==> config.mk <==
export PLATFORM = sky130hd
export DESIGN_NAME = rxb_pingpong
export DESIGN_NICKNAME = d
export VERILOG_FILES = /design/src/rtl/rxb_pkg.sv /design/src/rtl/rxb_store.sv /design/src/rtl/rxb_ctrl.sv /design/src/rtl/rxb_rdport.sv /design/src/rtl/rxb_pingpong.sv
export SDC_FILE = /design/constraint.sdc
export NUM_CORES = 1
export LEC_CHECK = 0
export BUFFER_PORTS_ARGS = -buffer_cell sky130_fd_sc_hd__buf_2
export CAP_MARGIN = 20
export CELL_PAD_IN_SITES_DETAIL_PLACEMENT = 0
export CELL_PAD_IN_SITES_GLOBAL_PLACEMENT = 1
export CORE_ASPECT_RATIO = 1.1
export CORE_UTILIZATION = 30
export DETAILED_ROUTE_END_ITERATION = 7
export HOLD_SLACK_MARGIN = 0.08
export PLACE_DENSITY_LB_ADDON = 0.1
export SLEW_MARGIN = 40
export SYNTH_ARGS = -nofsm -noshare
export SYNTH_HDL_FRONTEND = slang
export SYNTH_HIERARCHICAL = 1
export SYNTH_SLANG_ARGS = --single-unit
==> constraint.sdc <==
create_clock -name clk -period 9.15 [get_ports clk]
set_input_delay 1.83 -clock clk [delete_from_list [all_inputs] [get_ports clk]]
set_output_delay 1.83 -clock clk [all_outputs]
set_load 0.01 [all_outputs]
==> src/rtl/rxb_pkg.sv <==
// Package: shared byte type and the block-length decode used by the
// ping-pong receive buffer. Assumes half sizes that are powers of two.
package rxb_pkg;
    typedef logic [7:0] byte_t;

    // Map a length code to a byte count: 2^(code+1), clamped to the half.
    function automatic int unsigned len_bytes(input int unsigned code,
                                              input int unsigned ofs_w);
        if (code + 1 >= ofs_w)
            return 1 << ofs_w;
        return 1 << (code + 1);
    endfunction
endpackage

==> src/rtl/rxb_store.sv <==
// Byte storage for both halves: one write port from the controller side,
// two combinational read ports for the processor side (bytes n and n+1).
// Assumes the address MSB selects the half. Content is not reset; the
// byte counts in the control logic decide what is valid.
module rxb_store #(
    parameter int ADDR_W = 6
) (
    input  logic                 clk,
    input  logic                 we,
    input  logic [ADDR_W-1:0]    waddr,
    input  rxb_pkg::byte_t       wdata,
    input  logic [ADDR_W-1:0]    raddr0,
    input  logic [ADDR_W-1:0]    raddr1,
    output rxb_pkg::byte_t       rdata0,
    output rxb_pkg::byte_t       rdata1
);
    localparam int DEPTH = 1 << ADDR_W;

    rxb_pkg::byte_t mem [DEPTH];

    // Store an accepted byte from the controller side.
    always_ff @(posedge clk) begin
        if (we)
            mem[waddr] <= wdata;
    end

    // Present the two neighbouring bytes to the read port.
    always_comb begin
        rdata0 = mem[raddr0];
        rdata1 = mem[raddr1];
    end
endmodule

==> src/rtl/rxb_ctrl.sv <==
// Half ownership control: tracks which half the writer fills, when a half
// is handed to the processor, the pending-full stall, byte drops and the
// programmable block length. Assumes release_cmd and ovf_clr are pulses.
module rxb_ctrl #(
    parameter int HALF_BYTES = 32,
    parameter int CODE_W     = 4,
    localparam int OFS_W     = $clog2(HALF_BYTES),
    localparam int CNT_W     = OFS_W + 1
) (
    input  logic               clk,
    input  logic               rst_n,
    input  logic               wr_valid,
    input  logic               wr_eof,
    input  logic               len_we,
    input  logic [CODE_W-1:0]  len_code,
    input  logic               release_cmd,
    input  logic               ovf_clr,
    output logic               mem_we,
    output logic [OFS_W:0]     mem_waddr,
    output logic               cpu_own,
    output logic               cpu_bank,
    output logic [CNT_W-1:0]   cpu_count,
    output logic               handover,
    output logic               irq,
    output logic               ovf
);
    logic             wr_bank;
    logic [CNT_W-1:0] wr_cnt;
    logic             wr_full;
    logic [CNT_W-1:0] len_q;

    logic             accept;
    logic [CNT_W-1:0] cnt_next;
    logic             wdone;
    logic             rel;
    logic             hand_new;
    logic             hand_pend;
    logic             set_full;
    logic             free_half;

    // Decode this cycle's write, completion and release events.
    always_comb begin
        accept    = wr_valid && !wr_full;
        cnt_next  = wr_cnt + 1'b1;
        wdone     = accept && ((cnt_next >= len_q) || wr_eof);
        rel       = release_cmd && cpu_own;
        hand_new  = wdone && (!cpu_own || rel);
        hand_pend = rel && wr_full;
        set_full  = wdone && cpu_own && !rel;
        free_half = rel && !wr_full && !wdone;
        handover  = hand_new || hand_pend;
        mem_we    = accept;
        mem_waddr = {wr_bank, wr_cnt[OFS_W-1:0]};
        cpu_bank  = ~wr_bank;
    end

    // Block-length register, reset to the full half.
    always_ff @(posedge clk) begin
        if (!rst_n)
            len_q <= CNT_W'(HALF_BYTES);
        else if (len_we)
            len_q <= CNT_W'(rxb_pkg::len_bytes(int'(len_code), OFS_W));
    end

    // Ownership, fill counter and processor byte count.
    always_ff @(posedge clk) begin
        if (!rst_n) begin
            wr_bank   <= 1'b0;
            wr_cnt    <= '0;
            wr_full   <= 1'b0;
            cpu_own   <= 1'b0;
            cpu_count <= '0;
        end else if (hand_new) begin
            wr_bank   <= ~wr_bank;
            wr_cnt    <= '0;
            cpu_own   <= 1'b1;
            cpu_count <= cnt_next;
        end else if (hand_pend) begin
            wr_bank   <= ~wr_bank;
            wr_cnt    <= '0;
            wr_full   <= 1'b0;
            cpu_count <= wr_cnt;
        end else begin
            if (set_full) begin
                wr_full <= 1'b1;
                wr_cnt  <= cnt_next;
            end else if (accept) begin
                wr_cnt  <= cnt_next;
            end
            if (free_half) begin
                cpu_own   <= 1'b0;
                cpu_count <= '0;
            end
        end
    end

    // Handover interrupt pulse.
    always_ff @(posedge clk) begin
        if (!rst_n)
            irq <= 1'b0;
        else
            irq <= handover;
    end

    // Sticky overflow: set by a dropped byte, cleared by the processor.
    always_ff @(posedge clk) begin
        if (!rst_n)
            ovf <= 1'b0;
        else if (wr_valid && wr_full)
            ovf <= 1'b1;
        else if (ovf_clr)
            ovf <= 1'b0;
    end

    // an interrupt pulse only accompanies a held, non-empty half.
    p_irq_with_half_r3: assert property (@(posedge clk) disable iff (!rst_n)
        irq |-> (cpu_own && cpu_count != '0));

    // the processor count never exceeds one half.
    p_count_bound_r2: assert property (@(posedge clk) disable iff (!rst_n)
        cpu_own |-> (cpu_count <= CNT_W'(HALF_BYTES)));

    // the writer can only be stalled while the processor holds a half.
    p_full_needs_owner_r9: assert property (@(posedge clk) disable iff (!rst_n)
        wr_full |-> cpu_own);

    // the overflow flag is sticky until cleared.
    p_ovf_sticky_r9: assert property (@(posedge clk) disable iff (!rst_n)
        (ovf && !ovf_clr) |=> ovf);

    // a stalled writer does not move its fill count.
    p_drop_holds_cnt_r9: assert property (@(posedge clk) disable iff (!rst_n)
        (wr_full && !release_cmd) |=> $stable(wr_cnt));
endmodule

==> src/rtl/rxb_rdport.sv <==
// Processor read port: walks the held half with a read pointer, forms byte
// or word results, steers bytes onto the 16-bit lanes and returns zero past
// the latched count. Assumes wide_sel and lane_mode are static.
module rxb_rdport #(
    parameter int HALF_BYTES = 32,
    localparam int OFS_W     = $clog2(HALF_BYTES),
    localparam int CNT_W     = OFS_W + 1
) (
    input  logic               clk,
    input  logic               rst_n,
    input  logic               rd_en,
    input  logic               rd_word,
    input  logic               wide_sel,
    input  logic               lane_mode,
    input  logic               cpu_own,
    input  logic               cpu_bank,
    input  logic [CNT_W-1:0]   cpu_count,
    input  logic               handover,
    output logic [OFS_W:0]     raddr0,
    output logic [OFS_W:0]     raddr1,
    input  rxb_pkg::byte_t     byte0,
    input  rxb_pkg::byte_t     byte1,
    output logic [15:0]        rd_data
);
    logic [CNT_W-1:0] rd_ptr;
    logic [CNT_W-1:0] avail;
    logic             word_rd;
    rxb_pkg::byte_t   second;
    logic [15:0]      result;
    logic [CNT_W-1:0] step;

    // Form addresses, remaining bytes and the lane-steered result.
    always_comb begin
        raddr0  = {cpu_bank, rd_ptr[OFS_W-1:0]};
        raddr1  = {cpu_bank, rd_ptr[OFS_W-1:0] + 1'b1};
        avail   = cpu_own ? (cpu_count - rd_ptr) : '0;
        word_rd = wide_sel && rd_word;
        second  = (avail > CNT_W'(1)) ? byte1 : 8'h00;
        if (avail == '0) begin
            result = 16'h0000;
            step   = '0;
        end else if (!word_rd) begin
            result = {8'h00, byte0};
            step   = CNT_W'(1);
        end else begin
            result = lane_mode ? {byte0, second} : {second, byte0};
            step   = (avail > CNT_W'(1)) ? CNT_W'(2) : CNT_W'(1);
        end
    end

    // Read pointer: restarts on handover, advances on a read.
    always_ff @(posedge clk) begin
        if (!rst_n)
            rd_ptr <= '0;
        else if (handover)
            rd_ptr <= '0;
        else if (rd_en)
            rd_ptr <= rd_ptr + step;
    end

    // Registered read result.
    always_ff @(posedge clk) begin
        if (!rst_n)
            rd_data <= 16'h0000;
        else if (rd_en)
            rd_data <= result;
    end

    // reading with nothing left yields zero.
    p_past_end_zero_r7: assert property (@(posedge clk) disable iff (!rst_n)
        (rd_en && avail == '0) |=> (rd_data == 16'h0000));

    // the pointer never runs beyond the latched count.
    p_ptr_bound_r7: assert property (@(posedge clk) disable iff (!rst_n)
        cpu_own |-> (rd_ptr <= cpu_count));

    // a byte read never drives the upper lane.
    p_byte_upper_zero_r5: assert property (@(posedge clk) disable iff (!rst_n)
        (rd_en && !(wide_sel && rd_word)) |=> (rd_data[15:8] == 8'h00));
endmodule

==> src/rtl/rxb_pingpong.sv <==
// Top level of the ping-pong receive buffer: joins storage, half ownership
// control and the processor read port. Assumes a single clock domain and a
// synchronous active-low reset shared by writer and reader.
module rxb_pingpong #(
    parameter int HALF_BYTES = 32,
    parameter int CODE_W     = 4,
    localparam int OFS_W     = $clog2(HALF_BYTES),
    localparam int CNT_W     = OFS_W + 1
) (
    input  logic               clk,
    input  logic               rst_n,
    input  logic               wr_valid,
    input  logic [7:0]         wr_data,
    input  logic               wr_eof,
    input  logic               len_we,
    input  logic [CODE_W-1:0]  len_code,
    input  logic               release_cmd,
    input  logic               ovf_clr,
    input  logic               wide_sel,
    input  logic               lane_mode,
    input  logic               rd_en,
    input  logic               rd_word,
    output logic [15:0]        rd_data,
    output logic               cpu_valid,
    output logic [CNT_W-1:0]   cpu_count,
    output logic               irq_full,
    output logic               ovf_flag
);
    logic             mem_we;
    logic [OFS_W:0]   mem_waddr;
    logic [OFS_W:0]   raddr0;
    logic [OFS_W:0]   raddr1;
    rxb_pkg::byte_t   byte0;
    rxb_pkg::byte_t   byte1;
    logic             cpu_bank;
    logic             handover;

    rxb_store #(.ADDR_W(OFS_W + 1)) u_store (
        .clk    (clk),
        .we     (mem_we),
        .waddr  (mem_waddr),
        .wdata  (wr_data),
        .raddr0 (raddr0),
        .raddr1 (raddr1),
        .rdata0 (byte0),
        .rdata1 (byte1)
    );

    rxb_ctrl #(.HALF_BYTES(HALF_BYTES), .CODE_W(CODE_W)) u_ctrl (
        .clk         (clk),
        .rst_n       (rst_n),
        .wr_valid    (wr_valid),
        .wr_eof      (wr_eof),
        .len_we      (len_we),
        .len_code    (len_code),
        .release_cmd (release_cmd),
        .ovf_clr     (ovf_clr),
        .mem_we      (mem_we),
        .mem_waddr   (mem_waddr),
        .cpu_own     (cpu_valid),
        .cpu_bank    (cpu_bank),
        .cpu_count   (cpu_count),
        .handover    (handover),
        .irq         (irq_full),
        .ovf         (ovf_flag)
    );

    rxb_rdport #(.HALF_BYTES(HALF_BYTES)) u_rdport (
        .clk       (clk),
        .rst_n     (rst_n),
        .rd_en     (rd_en),
        .rd_word   (rd_word),
        .wide_sel  (wide_sel),
        .lane_mode (lane_mode),
        .cpu_own   (cpu_valid),
        .cpu_bank  (cpu_bank),
        .cpu_count (cpu_count),
        .handover  (handover),
        .raddr0    (raddr0),
        .raddr1    (raddr1),
        .byte0     (byte0),
        .byte1     (byte1),
        .rd_data   (rd_data)
    );
endmodule

==> flow_metrics.py, run 1 <==
metrics = {
    "sta": {
        "fin_tns_setup_ns": 0,
        "timing_worst_slew_pin_value_ns": 0.874,
        "drv_slew": 0,
        "relSlewSlack_pct": 41.6,
        "layout_setup_ws_ns": 4.76,
        "setup_viol": 0,
        "grt_setup_unrepaired": "false",
        "fmax_mhz": 228,
        "finalCritPeriodShare_pct": 48.0,
        "skew_ns": 0.0226,
        "hold_slack_ns": 0.442,
        "final_hold_viol_count": 0,
        "min_period_ns": 4.39,
    },
    "synthesis": {
        "avgSynthCellArea_um2": 17.4,
        "ys_seq_area_share_pct": 60.6,
        "synth_edf_count": 512,
        "ys_warn_count": 6,
        "synthTopCellsByArea": "edfxtp_1 (57%), mux4_2 (23%), dfxtp_1 (3.4%)",
        "synthCells": 1540,
        "syn_nets": 1585,
        "synthArstFlopShare_pct": 0,
        "synth.cell_area_mm2": 0.0268,
        "synth_cell_type_count": 69,
        "ys_ff_latch": 557,
        "synthFlopType": "edfxtp_1",
        "synth.top_cell.area_share_pct": 57.3,
        "yosys.area.top_type": "edfxtp_1",
    },
    "grt": {
        "grt_usage_pct": 19.1,
        "overflow": 0,
        "grt_pass1_wl_um": 122000,
        "antenna_found_initial": 1,
        "grt_pass1_vias": 15600,
        "grt_start_max_net_pins": 65,
    },
    "clock_network": {
        "post_cts_buffers": 0,
        "clk_latency_ns": 0.62,
        "cts_tree": "done",
        "cts.sinks": 557,
        "cts_buffer_depth": 3,
        "post_cts_resized": 0,
        "numCtsBuffers": 66,
        "cts_root_buf": "clkbuf_16",
        "clk_pin_slew_ns": 0.06,
        "h-tree-depth": 3,
        "postCtsHoldBufs": 0,
    },
    "job": {
        "maxCapViolations": 0,
    },
    "routing": {
        "firstDrtPassIters": 5,
        "postRouteAntennaNets": 0,
        "vias": 15200,
        "drt_iter0_drc": 1404,
        "drc": 0,
        "via_per_inst": 5.47,
        "avgRoutedWirePerCell_um": 30.6,
        "drt_wl_total_um": 85100,
    },
    "finish": {
        "syn_to_final_growth_pct": 13.7,
        "final_cells": 2782,
        "drive_above_1_share_pct": 32.4,
        "n_antenna_cell": 0,
        "multiInputGateArea_mm2": 0.0100,
        "regArea_mm2": 0.0163,
        "final_nets": 1616,
        "final_core_util_pct": 34.5,
        "mostFrequentLayoutCells": "edfxtp_1 (512), mux4_2 (270), clkbuf_16 (69)",
        "layout_commonest_cell": "edfxtp_1",
        "design_area_mm2": 0.0305,
        "fill_cells": 8325,
    },
    "place": {
        "io_buffers": 47,
        "gp_congestion": 0.823,
        "dpl_cell_area_mm2": 0.0284,
        "dp_slack_ns": 4.51,
        "dp_hpwl_um": 55100,
        "dp_cells": 2663,
    },
    "pwr": {
        "p_leak_nw": 9.28,
        "total_power_mw": 5.94,
        "ir_drop_uv": 100,
        "power_density_mw_per_mm2": 195,
    },
    "min_path": {
        "hold_class": "flop to flop",
        "hold_depth": 2,
    },
    "floorplanning": {
        "num_rows": 114,
        "dieArea_mm2": 0.0907,
        "chipWidth_um": 287,
        "die_h_um": 316,
        "initial_core_util_pct": 30.4,
        "core_area_mm2": 0.0883,
        "top_level_ports": 48,
    },
    "critical_path": {
        "reg2regPathDepth": 10,
        "worstSetupEndpointType": "flop",
        "arrival_ns": 4.88,
        "critPathLaunchType": "flop",
        "critical_path_class": "flop to flop",
        "crit_fanout": 25,
        "crit_required_ns": 9.64,
    },
    "run_status": {
        "status": "finished, final reports clean",
    },
}
path summary, 6_finish.rpt:
path	slack, ns	endpoint	startpoint
min	0.44	u_rdport/rd_data[0]	u_rdport/rd_data[0]
min reg2reg	0.44	u_rdport/rd_data[0]	u_rdport/rd_data[0]
max reg2reg	4.76	u_rdport/rd_data[7]	u_rdport/rd_ptr[0]
max	4.76	u_rdport/rd_data[7]	u_rdport/rd_ptr[0]
where the power goes:
part | total, mW | internal (mW) | switching [mW] | leakage, nW
clock | 2.59 | 1.52 | 1.07 | 1.01
combinational | 0.544 | 0.213 | 0.330 | 3.30
sequential | 2.81 | 2.79 | 0.0203 | 4.97
cell families after synthesis:
group,after synthesis,synth area share [%]
AOI/OAI and AO/OA,192,5.07
xor gates and xnor gates,20,0.653
adders and majority gates,22,1.08
buffers and inverters,145,2.71
DFF,557,60.6
muxes,340,25.3
and+or+nand+nor,264,4.56
registers in the layout (all words and copies together), names as in the netlist:
name and cells:
u_ctrl/cpu_count 6, u_ctrl/len_q 6, u_ctrl/irq 1, u_store/mem 512
u_rdport/rd_data 16, u_rdport/rd_ptr 6, u_ctrl/wr_full 1, u_ctrl/cpu_own 1
u_ctrl/ovf 1, u_ctrl/wr_bank 1, u_ctrl/wr_cnt 6
routing by layer:
metal	global-route usage [%]	vias to the layer above	share of wire, %
li1	-	6461	-
met1	26.5	8240	44
met4	5.04	0	1.9
met3	3.19	86	5.7
met5	0	-	0
met2	31.1	438	48
synthesized netlist by cell type (9+ instances only):
library cell    n
xnor2_1        14
a22oi_1        25
edfxtp_1      512
buf_1          12
nand3_1        31
o21ai_0        37
a32oi_1        11
and3_1         11
ha_1           20
nand2_1        68
nor2_1         97
inv_1          23
mux2i_1        68
nand2b_1        9
dfxtp_1        45
clkbuf_1       44
buf_4          26
buf_2          33
nor2b_1        17
mux4_2        270
a21oi_1        24
o22ai_1        22
area by class of cell:
type	instances	area share, %
clock buffer	83	5.83
clock inverter	36	1.02
inverter	24	0.320
multi-input combinational	838	32.9
sequential	557	53.4
tap	1160	4.76
timing repair buffer	84	1.77
critical path, stage by stage (launching register included):
cell	delay [ns]
dfxtp_4	0.56
buf_4	0.51
buf_4	0.55
buf_4	0.52
mux4_2	0.57
mux4_2	0.50
nor2_1	0.18
a2111oi_0	0.12
a311o_1	0.37
a22oi_1	0.17
o21ai_0	0.09
Power figures use the tool's default switching activity.
==> inputs of run 2 (changes only) <==
==> constraint.sdc (replaced) <==
create_clock -name clk -period 3.93 [get_ports clk]
set_input_delay 0.786 -clock clk [delete_from_list [all_inputs] [get_ports clk]]
set_output_delay 0.786 -clock clk [all_outputs]
set_load 0.01 [all_outputs]
==> flow_metrics.py, run 2 (synthesis results as in run 1) <==
metrics = {
    "run_status": {
        "status": "finished, final reports clean",
    },
    "sta": {
        "relSlewSlack_pct": 47.5,
        "finalCritPeriodShare_pct": 96.7,
        "grt_setup_unrepaired": "false",
        "setup_viol": 0,
        "drv_slew": 0,
        "timing_worst_slew_pin_value_ns": 0.788,
        "fmax_mhz": 263,
        "fin_tns_setup_ns": 0,
        "skew_ns": 0.0357,
        "final_hold_viol_count": 0,
        "min_period_ns": 3.80,
    },
    "grt": {
        "grt_start_max_net_pins": 65,
        "grt_pass1_vias": 16100,
        "antenna_found_initial": 2,
        "overflow": 0,
        "grt_pass1_wl_um": 123000,
        "grt_usage_pct": 19.3,
    },
    "floorplanning": {
        "top_level_ports": 48,
        "chipWidth_um": 287,
        "num_rows": 114,
        "core_area_mm2": 0.0883,
        "dieArea_mm2": 0.0907,
        "die_h_um": 316,
        "initial_core_util_pct": 30.4,
    },
    "place": {
        "io_buffers": 47,
        "dp_hpwl_um": 58600,
        "gp_congestion": 0.811,
        "dp_cells": 2758,
    },
    "finish": {
        "top_regs": "u_store/mem: 512 flops, u_rdport/rd_data: 16 flops",
        "drive_above_1_share_pct": 32.1,
        "multiInputGateArea_mm2": 0.00988,
        "layout_commonest_cell": "edfxtp_1",
        "final_nets": 1707,
        "top_register": "u_store/mem",
        "fill_cells": 8347,
        "mostFrequentLayoutCells": "edfxtp_1 (512), mux4_2 (270), buf_4 (125)",
        "syn_to_final_growth_pct": 15.2,
        "regArea_mm2": 0.0163,
        "largest_reg_flops": 512,
        "final_cells": 2870,
    },
    "clock_network": {
        "postCtsHoldBufs": 0,
        "cts.sinks": 557,
        "numCtsBuffers": 61,
        "cts_root_buf": "clkbuf_16",
        "clk_latency_ns": 0.65,
        "h-tree-depth": 2,
        "clk_pin_slew_ns": 0.06,
        "cts_buffer_depth": 3,
        "cts_tree": "done",
    },
    "routing": {
        "drt_iter0_drc": 1398,
        "drt_wl_total_um": 86500,
        "via_per_inst": 5.42,
        "postRouteAntennaNets": 0,
        "drc": 0,
        "vias": 15600,
        "avgRoutedWirePerCell_um": 30.1,
        "firstDrtPassIters": 5,
    },
    "pwr": {
        "total_power_mw": 13.2,
        "p_switching_mw": 3.20,
        "internal_power_mw": 9.98,
        "power_frac_seq_pct": 49.6,
        "p_leak_nw": 9.71,
        "switching_share_pct": 24.3,
        "ir_drop_uv": 421,
        "p_clk_share_pct": 40.4,
        "power_density_mw_per_mm2": 426,
        "p_comb_share_pct": 10.0,
    },
    "min_path": {
        "hold_depth": 3,
        "hold_class": "primary input to flop",
    },
    "critical_path": {
        "worstSetupEndpointType": "flop",
        "crit_required_ns": 4.51,
        "reg2regPathDepth": 11,
        "arrival_ns": 4.38,
        "crit_fanout": 51,
        "critPathLaunchType": "flop",
        "critical_path_class": "flop to flop",
    },
    "job": {
        "maxCapViolations": 0,
    },
}
## run 2: path summary, 6_finish.rpt
check,start,to,slack (ns)
setup reg to reg,u_rdport/rd_ptr[1],u_rdport/rd_data[5],0.13
setup / recovery,u_rdport/rd_ptr[1],u_rdport/rd_data[5],0.13
hold reg to reg,u_rdport/rd_data[12],u_rdport/rd_data[12],0.45
hold / removal,ovf_clr,u_ctrl/ovf,0.42
## run 2: repair_timing
action                                  in CTS  in global routing
setup buffers                                0                  0
gates resized for setup                      0                  2
endpoints found under the setup margin       0                  3
## run 2: per-stage QoR
step                      cell area (um2)  hold WS (ns)  setup slack, ns  utilization [%]
after floorplan                     26800         0.444            0.660                -
after global placement              29100         0.438           0.0933             32.9
after detailed placement            29100         0.440           0.0598             32.9
after CTS                           30900         0.377           0.0808             35.0
after global routing                30900         0.430           0.0359             35.0
final                               30900         0.417            0.129             35.0
## run 2: worst max-delay path: stages (launching register included)
cell	delay (ns)
dfxtp_4	0.52
buf_12	0.36
nand3_1	0.19
xnor2_2	0.28
nand2b_1	0.66
o22ai_1	0.22
o21ai_0	0.59
nand3_1	0.26
nand2_1	0.16
and3_1	0.16
a22oi_1	0.06
o21ai_0	0.14
## run 2: power by group through the flow
stage,Sequential (mW),Combinational (mW),Clock [mW]
2_1_floorplan,6.65,0.811,0
3_3_place_gp,6.67,1.33,0
3_5_place_dp,6.67,1.33,0
4_1_cts,6.54,1.33,5.49
5_1_grt,6.54,1.40,5.68
6_report,6.54,1.31,5.32
## run 2: routing by layer
| metal | GRT usage, % | part of all wire [%] | up-vias | routed length (um) |
|---|---|---|---|---|
| met2 | 31.7 | 48 | 447 | 41800 |
| li1 | - | - | 6657 | - |
| met1 | 27.4 | 45 | 8377 | 38700 |
| met5 | 0 | 0 | - | 0 |
| met3 | 2.58 | 5.1 | 81 | 4410 |
| met4 | 3.95 | 1.7 | 0 | 1500 |
## run 2: layout make-up
type                       count  area share [%]
inverter                      24           0.316
sequential                   557            52.7
antenna                        1         0.00810
tap                         1160            4.70
timing repair buffer         180            4.48
clock inverter                40           0.805
clock buffer                  70            5.05
multi-input combinational    838            32.0
